File: src/rtl/dma_chan_pkg.sv
package dma_chan_pkg;
  typedef enum logic [1:0] {
    XM_DEMAND = 2'b00,
    XM_SINGLE = 2'b01,
    XM_BLOCK  = 2'b10,
    XM_BLOCK2 = 2'b11
  } xfer_mode_e;

  typedef enum logic [1:0] {
    SEL_BASE_ADDR = 2'd0,
    SEL_BASE_CNT  = 2'd1,
    SEL_MODE      = 2'd2,
    SEL_MASK      = 2'd3
  } reg_sel_e;

  typedef struct packed {
    xfer_mode_e xmode;      // [4:3]
    logic       addr_dec;   // [2]
    logic       auto_init;  // [1]
    logic       to_mem;     // [0]
  } chan_mode_t;

  localparam int MODE_W = $bits(chan_mode_t);

  typedef enum logic [1:0] {
    ST_IDLE = 2'd0,
    ST_HOLD = 2'd1,
    ST_XFER = 2'd2
  } seq_state_e;
endpackage

File: src/rtl/dma_step_reg.sv
module dma_step_reg #(
  parameter int W = 16
) (
  input  logic         clk_i,
  input  logic         rst_ni,
  input  logic         ld_i,
  input  logic [W-1:0] ld_val_i,
  input  logic         rld_i,
  input  logic [W-1:0] rld_val_i,
  input  logic         step_i,
  input  logic         dec_i,
  output logic [W-1:0] q_o
);
  localparam logic [W-1:0] ONE = W'(1);

  always_ff @(posedge clk_i or negedge rst_ni) begin
    if (!rst_ni)      q_o <= '0;
    else if (ld_i)    q_o <= ld_val_i;
    else if (rld_i)   q_o <= rld_val_i;
    else if (step_i)  q_o <= dec_i ? q_o - ONE : q_o + ONE;
  end
endmodule

File: src/rtl/dma_cfg_regs.sv
module dma_cfg_regs
  import dma_chan_pkg::*;
#(
  parameter int AW  = 16,
  parameter int CW  = 16,
  parameter int WDW = 16
) (
  input  logic           clk_i,
  input  logic           rst_ni,
  input  logic           wr_en_i,
  input  logic [1:0]     wr_sel_i,
  input  logic [WDW-1:0] wr_data_i,
  input  logic           set_mask_i,
  output logic [AW-1:0]  base_addr_o,
  output logic [CW-1:0]  base_cnt_o,
  output chan_mode_t     mode_o,
  output logic           mask_o,
  output logic           ld_addr_o,
  output logic           ld_cnt_o
);
  logic wr_mode, wr_mask;

  assign ld_addr_o = wr_en_i && (wr_sel_i == SEL_BASE_ADDR);
  assign ld_cnt_o  = wr_en_i && (wr_sel_i == SEL_BASE_CNT);
  assign wr_mode   = wr_en_i && (wr_sel_i == SEL_MODE);
  assign wr_mask   = wr_en_i && (wr_sel_i == SEL_MASK);

  always_ff @(posedge clk_i or negedge rst_ni) begin
    if (!rst_ni) begin
      base_addr_o <= '0;
      base_cnt_o  <= '0;
      mode_o      <= '0;
    end else begin
      if (ld_addr_o) base_addr_o <= wr_data_i[AW-1:0];
      if (ld_cnt_o)  base_cnt_o  <= wr_data_i[CW-1:0];
      if (wr_mode)   mode_o      <= chan_mode_t'(wr_data_i[MODE_W-1:0]);
    end
  end

  // software write wins over the end-of-run mask
  always_ff @(posedge clk_i or negedge rst_ni) begin
    if (!rst_ni)         mask_o <= 1'b1;
    else if (wr_mask)    mask_o <= wr_data_i[0];
    else if (ld_cnt_o)   mask_o <= 1'b0;
    else if (set_mask_i) mask_o <= 1'b1;
  end
endmodule

File: src/rtl/dma_seq_fsm.sv
module dma_seq_fsm
  import dma_chan_pkg::*;
(
  input  logic       clk_i,
  input  logic       rst_ni,
  input  logic       dreq_i,
  input  logic       hlda_i,
  input  logic       eop_i,
  input  logic       mask_i,
  input  xfer_mode_e xmode_i,
  input  logic       cnt_zero_i,
  output logic       hrq_o,
  output logic       xfer_go_o,
  output logic       tc_o,
  output logic       run_end_o
);
  seq_state_e st_q, st_d;
  logic is_demand, is_single, is_block;

  assign is_demand = (xmode_i == XM_DEMAND);
  assign is_single = (xmode_i == XM_SINGLE);
  assign is_block  = xmode_i[1];

  assign hrq_o     = (st_q != ST_IDLE);
  assign xfer_go_o = (st_q == ST_XFER) && hlda_i && (!is_demand || dreq_i);
  assign tc_o      = xfer_go_o && cnt_zero_i;
  assign run_end_o = xfer_go_o && (cnt_zero_i || eop_i);

  always_comb begin
    st_d = st_q;
    unique case (st_q)
      ST_IDLE: if (dreq_i && !mask_i) st_d = ST_HOLD;
      ST_HOLD: begin
        if (mask_i)                    st_d = ST_IDLE;
        else if (!is_block && !dreq_i) st_d = ST_IDLE;
        else if (hlda_i)               st_d = ST_XFER;
      end
      ST_XFER: begin
        if (xfer_go_o) begin
          if (run_end_o || is_single) st_d = ST_IDLE;
        end else if (is_demand && !dreq_i) begin
          st_d = ST_IDLE;
        end
      end
      default: st_d = ST_IDLE;
    endcase
  end

  always_ff @(posedge clk_i or negedge rst_ni) begin
    if (!rst_ni) st_q <= ST_IDLE;
    else         st_q <= st_d;
  end
endmodule

File: src/rtl/dma_chan_seq.sv
module dma_chan_seq
  import dma_chan_pkg::*;
#(
  parameter int AW  = 16,
  parameter int CW  = 16,
  parameter int WDW = 16
) (
  input  logic           clk_i,
  input  logic           rst_ni,
  input  logic           wr_en_i,
  input  logic [1:0]     wr_sel_i,
  input  logic [WDW-1:0] wr_data_i,
  input  logic           dreq_i,
  input  logic           hlda_i,
  input  logic           eop_i,
  output logic           hrq_o,
  output logic           dack_o,
  output logic           tc_o,
  output logic [AW-1:0]  addr_o,
  output logic           mem_rd_o,
  output logic           mem_wr_o,
  output logic           io_rd_o,
  output logic           io_wr_o
);
  logic [AW-1:0] base_addr;
  logic [CW-1:0] base_cnt, cur_cnt;
  chan_mode_t    mode_q;
  logic          mask_q, ld_addr, ld_cnt;
  logic          xfer_go, run_end, reload, set_mask, step;
  logic          xfer_single, addr_dec;

  assign xfer_single = (mode_q.xmode == XM_SINGLE);
  assign addr_dec    = mode_q.addr_dec;
  assign reload      = run_end && mode_q.auto_init;
  assign set_mask    = run_end && !mode_q.auto_init;
  assign step        = xfer_go && !reload;

  dma_cfg_regs #(.AW(AW), .CW(CW), .WDW(WDW)) u_cfg (
    .clk_i, .rst_ni, .wr_en_i, .wr_sel_i, .wr_data_i,
    .set_mask_i  (set_mask),
    .base_addr_o (base_addr),
    .base_cnt_o  (base_cnt),
    .mode_o      (mode_q),
    .mask_o      (mask_q),
    .ld_addr_o   (ld_addr),
    .ld_cnt_o    (ld_cnt)
  );

  dma_step_reg #(.W(AW)) u_cur_addr (
    .clk_i, .rst_ni,
    .ld_i      (ld_addr),
    .ld_val_i  (wr_data_i[AW-1:0]),
    .rld_i     (reload),
    .rld_val_i (base_addr),
    .step_i    (step),
    .dec_i     (mode_q.addr_dec),
    .q_o       (addr_o)
  );

  dma_step_reg #(.W(CW)) u_cur_cnt (
    .clk_i, .rst_ni,
    .ld_i      (ld_cnt),
    .ld_val_i  (wr_data_i[CW-1:0]),
    .rld_i     (reload),
    .rld_val_i (base_cnt),
    .step_i    (step),
    .dec_i     (1'b1),
    .q_o       (cur_cnt)
  );

  dma_seq_fsm u_fsm (
    .clk_i, .rst_ni, .dreq_i, .hlda_i, .eop_i,
    .mask_i     (mask_q),
    .xmode_i    (mode_q.xmode),
    .cnt_zero_i (cur_cnt == '0),
    .hrq_o,
    .xfer_go_o  (xfer_go),
    .tc_o,
    .run_end_o  (run_end)
  );

  assign dack_o   = xfer_go;
  assign mem_wr_o = xfer_go &&  mode_q.to_mem;
  assign io_rd_o  = xfer_go &&  mode_q.to_mem;
  assign mem_rd_o = xfer_go && !mode_q.to_mem;
  assign io_wr_o  = xfer_go && !mode_q.to_mem;
endmodule

File: config.mk
export PLATFORM = sky130hd
export DESIGN_NAME = dma_chan_seq
export DESIGN_NICKNAME = d
export VERILOG_FILES = /design/src/rtl/dma_chan_pkg.sv /design/src/rtl/dma_step_reg.sv /design/src/rtl/dma_cfg_regs.sv /design/src/rtl/dma_seq_fsm.sv /design/src/rtl/dma_chan_seq.sv
export SDC_FILE = /design/constraint.sdc
export NUM_CORES = 1
export LEC_CHECK = 0
export BUFFER_PORTS_ARGS = -buffer_cell sky130_fd_sc_hd__buf_4
export CORE_MARGIN = 2
export CORE_UTILIZATION = 54
export CTS_CLUSTER_SIZE = 20
export DETAILED_ROUTE_END_ITERATION = 7
export HOLD_SLACK_MARGIN = 0.1
export PLACE_DENSITY_LB_ADDON = 0.05
export SKIP_CTS_REPAIR_TIMING = 1
export SLEW_MARGIN = 40
export SYNTH_ARGS = -nofsm -noshare
export SYNTH_HDL_FRONTEND = slang
export SYNTH_SLANG_ARGS = --single-unit
File: constraint.sdc
create_clock -name clk_i -period 2.8 [get_ports clk_i]
set_input_delay 0.42 -clock clk_i [delete_from_list [all_inputs] [get_ports clk_i]]
set_output_delay 0.42 -clock clk_i [all_outputs]
set_load 0.005 [all_outputs]
==> results.md, run 1 <==
* Worst r2r dst: u_cur_cnt.q_o[12]
* Cells on worst reg2reg path at 8
* Worst r2r src: u_cur_cnt.q_o[0]
* Fin. Hold Viols at 0
* Flop2flop setup slack at 0.26 ns
* TritonCTS Buffers at 9
* CP delay by family, top: simple AND/OR/NAND/NOR gates
* Root buf cell: clkbuf_8
* Measured slew at the worst slew-check pin at about 0.66 ns
* Sequential cell area at 0.001803 sq mm
* CP Cell Sequence: inv_1, ha_1, or4b_4, or3_4, nor3_1, mux2i_1, a21oi_1, a221o_1
* Gate power share at 0.455
* Number of buffers added on ports at 46
* Total power at approximately 0.0045 W
* 1st-pass router iterations at 7
* Critical path's slowest cell: or4b_4
* Post-synth ARST share at 1.000
* Seq/Total Area, Yosys at 0.4257
* Vias post-DR at 3819
* Buffers plus inverters on the worst setup path at 1
* First-pass GRT wire length at 18.82 mm
* Num rows at 32
* Gr usage total at 0.2766
* Multi-input logic area at 0.002313 sq mm
* Min-delay worst type: in -> async
* PD cells at 924.7 mW/mm^2
* Synth Register Bits at 72
* Slew Viols, Final at 0
* I/O pins at 47
* Core area at 0.007647 sq mm
* GR Overflow Total at 0
* Max-slew headroom at the worst pin at 0.5605
* Crit path arrival time at 2.77 ns
* Via density at 6.014
* Starting Density at 0.5538
* Max stage delay on crit path at 0.52 ns
* First-iteration detailed-routing DRC count at around 280
* Setup Skew at 0.01103 ns
* Initial antenna violation count at 0
* Core Util, Final at 0.6402
* Tmin final at approximately 2.5 ns
* Met2 GRT Util at 0.4440
* Worst skew pair latency at between 0.3 and 0.4 ns
* Final non-filler cell total at approximately 640
* Critical Path Sink Type: flip-flop
* Pint at between 0.002 and 0.003 W
* Worst-path fanout max at 6
* Number of global-route vias before repair at roughly 3800
* Residual DRC at 0
* Post-Route WL at 10.97 mm
* Die width at 92.56 um
* RSZ-0062 raised after global routing: false
* Die height at 92.56 um
* Syn Area/Cell at 8.805 sq um
* Worst Path Class, Setup: reg -> reg
* Area Overhead vs Synth at 15.60%
* EDFF count, synth at 0
* Syn nets at 522
* # fillers at 685
* Largest net degree at the start of global routing at 73
* Mapped Area at about 0.0042 sq mm
* Fmax at approximately 390 MHz
* Switch Pwr at 0.001777 W
* Crit path launch type: flip-flop
* CTS tree: yes
* Die area at approximately 0.0086 sq mm
* Fin worst setup slack at about 0.26 ns
* Antenna-violating nets left at 0
* Top_reg_cell synth: dfrtp_1
* Clock buffer depth at 2
* Met3 global-route usage at 0.04963
* YS warnings at 0
* Switching Fraction at 0.3925
* Clock power frac at 0.187
* Worst ir drop on vdd at 0.5453 mV
* Finish-stage setup viols at 0
* Critical path required time at between 3 and 4 ns
* Routed length per instance at 17.27 um
* Most frequent cells in the layout: nand2_1 (122), dfrtp_1 (71), buf_4 (56), nor2_1 (29), a21oi_1 (27)
* Sequential power share at 0.358
* Yosys cell types at 63
* Post-DP HPWL at 7.724 mm
* LEAKAGE at about 2.2 nW
* Nets at 569
* Global route hottest layer: met2
* H-tree levels at 3
* Setup tns final at 0 ns
* Most common cell after layout, fill and taps aside: nand2_1
* Tcrit/Tclk final at 0.9071
* Pre-CTS WS at 0.1780 ns
* Routability cong. at 0.9484
* Clk sinks at 72
* Gate Count Post-Synth at 481
* Outcome: complete, no violations
* Met1 GRT Util at 0.3904
* Critical Path Start: u_cur_cnt.q_o[0]
* Clock-pin slew on the worst setup and hold paths at 0.08 ns
* Layout cells sized above 1 at 0.1726
* Placed Cells at 619
* Diode count at 0
* Max_cap viols at 0
-- metrics by stage --
| step | instance area (sq um) | hold slack (ns) |
|---|---|---|
| after global routing | 4896 | 0.1068 |
| after CTS | 4895 | 0.1084 |
| after global placement | 4693 | 0.4508 |
| final | 4896 | 0.06993 |
| after detailed placement | 4697 | 0.4539 |
| after floorplan | 4235 | 0.1244 |
-- area by class of cell --
type,count,area share
multi-input cells,382,0.4725
flip-flops and latches,72,0.3683
repair buffers,57,0.08817
clock buffers,11,0.02888
well taps,102,0.02607
clock inverters,5,0.01150
inverters,6,0.004600
-- registers in the layout (all words and copies together) (netlist names) --
signal / count
u_cfg.base_addr_o: 16
u_cur_addr.q_o: 16
u_fsm.st_q: 2
u_cur_cnt.q_o: 16
u_cfg.mode_o: 5
u_cfg.mask_o: 1
u_cfg.base_cnt_o: 16
-- cells by family (layout without fill, tap and decap cells) --
group | after synthesis | count (layout) | synth area share
AOI/OAI and AO/OA | 125 | 125 | 0.1982
xor gates and xnor gates | 16 | 16 | 0.03309
adders and majority gates | 17 | 17 | 0.05199
buffers and inverters | 27 | 79 | 0.02954
DFF | 72 | 72 | 0.4257
muxes | 9 | 9 | 0.02304
and+or+nand+nor | 215 | 215 | 0.2384
-- worst reg2reg max path, stage by stage (launching register included) --
cell	delay, ns
dfrtp_1	0.44
inv_1	0.11
ha_1	0.22
or4b_4	0.52
or3_4	0.38
nor3_1	0.20
mux2i_1	0.21
a21oi_1	0.08
a221o_1	0.26
-- Yosys cell counts (all sizes together) (5+ instances only) --
master | instances | area share
a211oi | 5 | 0.0089
a21o | 5 | 0.0089
a21oi | 28 | 0.034
a221o | 5 | 0.012
a221oi | 5 | 0.010
a22oi | 8 | 0.014
a31oi | 8 | 0.012
buf | 8 | 0.013
clkbuf | 13 | 0.012
dfrtp | 71 | 0.42
ha | 16 | 0.047
inv | 6 | 0.0053
mux2 | 6 | 0.016
nand2 | 122 | 0.11
nand2b | 8 | 0.012
nand3 | 10 | 0.012
nor2 | 30 | 0.027
nor3 | 9 | 0.011
o211ai | 11 | 0.019
o21ai | 25 | 0.030
xnor2 | 8 | 0.017
xor2 | 8 | 0.017
-- worst max path at each step --
stage / slack (ns) / endpoint / cells past startpoint
floorplan: 0.49 / u_cur_addr.q_o[10] / 7
global placement: 0.30 / u_cur_cnt.q_o[3] / 6
detailed placement: 0.18 / u_cur_cnt.q_o[3] / 6
CTS: 0.16 / u_cur_cnt.q_o[3] / 6
global route: 0.14 / u_cur_cnt.q_o[3] / 6
finish: 0.26 / u_cur_cnt.q_o[12] / 8
-- power by group through the flow --
stage | Combinational [W] | Sequential [W] | Clock (W)
6_report | 0.00206 | 0.00162 | 0.000847
2_1_floorplan | 0.00144 | 0.00157 | 0
4_1_cts | 0.00206 | 0.00162 | 0.000851
3_5_place_dp | 0.00205 | 0.00163 | 0
5_1_grt | 0.00231 | 0.00167 | 0.000909
3_3_place_gp | 0.00202 | 0.00162 | 0
-- per-layer routing --
| layer | vias to the layer above | part of all wire |
|---|---|---|
| met2 | 105 | 0.49 |
| met1 | 1865 | 0.45 |
| li1 | 1844 | - |
| met5 | - | 0 |
| met3 | 5 | 0.053 |
| met4 | 0 | 0.0079 |
Power figures use the tool's default switching activity.
==> run 2, diff against run 1 <==
==> constraint.sdc (replaced) <==
create_clock -name clk_i -period 2.8 [get_ports clk_i]
set_input_delay 0.14 -clock clk_i [delete_from_list [all_inputs] [get_ports clk_i]]
set_output_delay 0.14 -clock clk_i [all_outputs]
set_load 0.005 [all_outputs]
==> run 2 against run 1 <==
Effect of this change: global-route usage is 0.095 points higher; hold slack better by 0.050 ns; via count is 3.7% higher; critical path type unchanged; largest power group unchanged.
==> results.md, run 2 (same netlist as run 1, synthesis figures left out) <==
* Outcome: complete, no violations
* Most common cell after layout, fill and taps aside: nand2_1
* GR Overflow Total at 0
* Num rows at 32
* Clock buffer depth at 2
* Worst hold margin at between 0.1 and 0.15 ns
* Worst r2r src: u_cur_cnt.q_o[6]
* Fmax at 385.0 MHz
* Pre-CTS WS at roughly 0.30 ns
* Crit path launch type: flip-flop
* Setup tns final at 0 ns
* Clock-pin slew on the worst setup and hold paths at 0.08 ns
* Vias post-DR at between 3000 and 4000
* Slew Viols, Final at 0
* Antenna-violating nets left at 0
* Largest net degree at the start of global routing at 73
* Post-Route WL at 11.77 mm
* Hold Path Sink: u_cfg.mask_o
* Max_cap viols at 0
* Critical path required time at approximately 3.0 ns
* Cells on worst reg2reg path at 6
* Measured slew at the worst slew-check pin at 0.8439 ns
* Finish-stage setup viols at 0
* Routability cong. at 0.8922
* Residual DRC at 0
* Fin worst setup slack at a little over 0.2 ns
* Via density at 6.055
* I/O pins at 47
* Critical Path Sink Type: flip-flop
* Worst hold start: wr_en_i
* Dpl cell area at 0.004697 sq mm
* Setup Skew at between 0.01 and 0.015 ns
* Worst ir drop on vdd at 0.5257 mV
* Clk sinks at 72
* Die area at 0.008567 sq mm
* Core area at 0.007647 sq mm
* Number of buffers added on ports at 46
* Worst Path Class, Setup: reg -> reg
* Most frequent cells in the layout: nand2_1 (122), dfrtp_1 (71), buf_4 (56), nor2_1 (29), a21oi_1 (27)
* Fin. Hold Viols at 0
* Crit path arrival time at 2.80 ns
* CTS tree: yes
* Worst skew pair latency at ~0.35 ns
* Tmin final at 2.598 ns
* Starting Density at 0.5538
* PD cells at approximately 940 mW/mm^2
* Min-delay worst type: in -> reg
* Routed length per instance at 18.00 um
* Max-slew headroom at the worst pin at 0.4353
* TritonCTS Buffers at 9
* Worst r2r dst: u_cur_cnt.q_o[3]
* Flop2flop setup slack at 0.20 ns
* Die height at 92.56 um
* LEAKAGE at between 2 and 2.5 nW
* Design Area, Final at 0.005147 sq mm
* 1st-pass router iterations at 5
* RSZ-0062 raised after global routing: false
* H-tree levels at 3
* Total power at 0.004819 W
* Tcrit/Tclk final at 0.9277
* Post-DP HPWL at ~8 mm
* Nets at 588
* Layout cells sized above 1 at 0.1630
* First-pass GRT wire length at 18.75 mm
* Initial antenna violation count at 0
* Area Overhead vs Synth at 21.54%
* Hold path depth at 3
* First-iteration detailed-routing DRC count at 307
* Worst-path fanout max at 10
* Root buf cell: clkbuf_8
* Number of global-route vias before repair at 3777
* Die width at 92.56 um
* Gr usage total at 0.2775
* Diode count at 0
==> run 2: worst max path at each step <==
stage,from,to,depth (start not counted)
2_1_floorplan,u_cfg.mode_o[2],u_cur_addr.q_o[10],7
5_1_grt,u_cur_cnt.q_o[6],u_cur_addr.q_o[0],7
3_3_place_gp,u_cur_cnt.q_o[6],u_cur_cnt.q_o[7],7
3_5_place_dp,u_cur_cnt.q_o[6],u_cur_cnt.q_o[3],6
6_report,u_cur_cnt.q_o[6],u_cur_cnt.q_o[3],6
4_1_cts,u_cur_cnt.q_o[6],u_cur_cnt.q_o[3],6
==> run 2: layout make-up <==
cell class                 instances  area, sq um
clock buffer                      11        131.4
clock inverter                     5        128.9
fill                             652         2500
inverter                           6        22.52
multi-input combinational        382         2312
sequential                        72         1803
tap                              102        127.6
timing repair buffer              76        621.8
==> run 2: worst max-delay path, cell delays in order (launching register included) <==
cell	delay [ns]
dfrtp_1	0.43
or4_4	0.59
nor4_4	0.38
a21o_1	0.39
nor2_2	0.10
a222oi_1	0.42
a21oi_1	0.14
==> run 2: routing by layer <==
| layer | vias to the layer above | track usage | part of all wire |
|---|---|---|---|
| met5 | - | 0 | 0 |
| met4 | 0 | 0.09204 | 0.012 |
| met3 | 13 | 0.03662 | 0.040 |
| met2 | 104 | 0.4453 | 0.50 |
| met1 | 1957 | 0.3905 | 0.45 |
| li1 | 1886 | - | - |
==> run 2: power breakdown <==
group          total (W)  switching (W)  internal (W)
sequential       0.00162       0.000302       0.00132
combinational    0.00210        0.00108       0.00102
clock            0.00110       0.000411      0.000685
total            0.00482        0.00179       0.00303
==> run 2: metrics by stage <==
step	utilization	instances
floorplan	-	481
global placement	0.6137	619
detailed placement	0.6142	619
CTS	0.6482	635
global route	0.6731	654
finish	0.6731	654
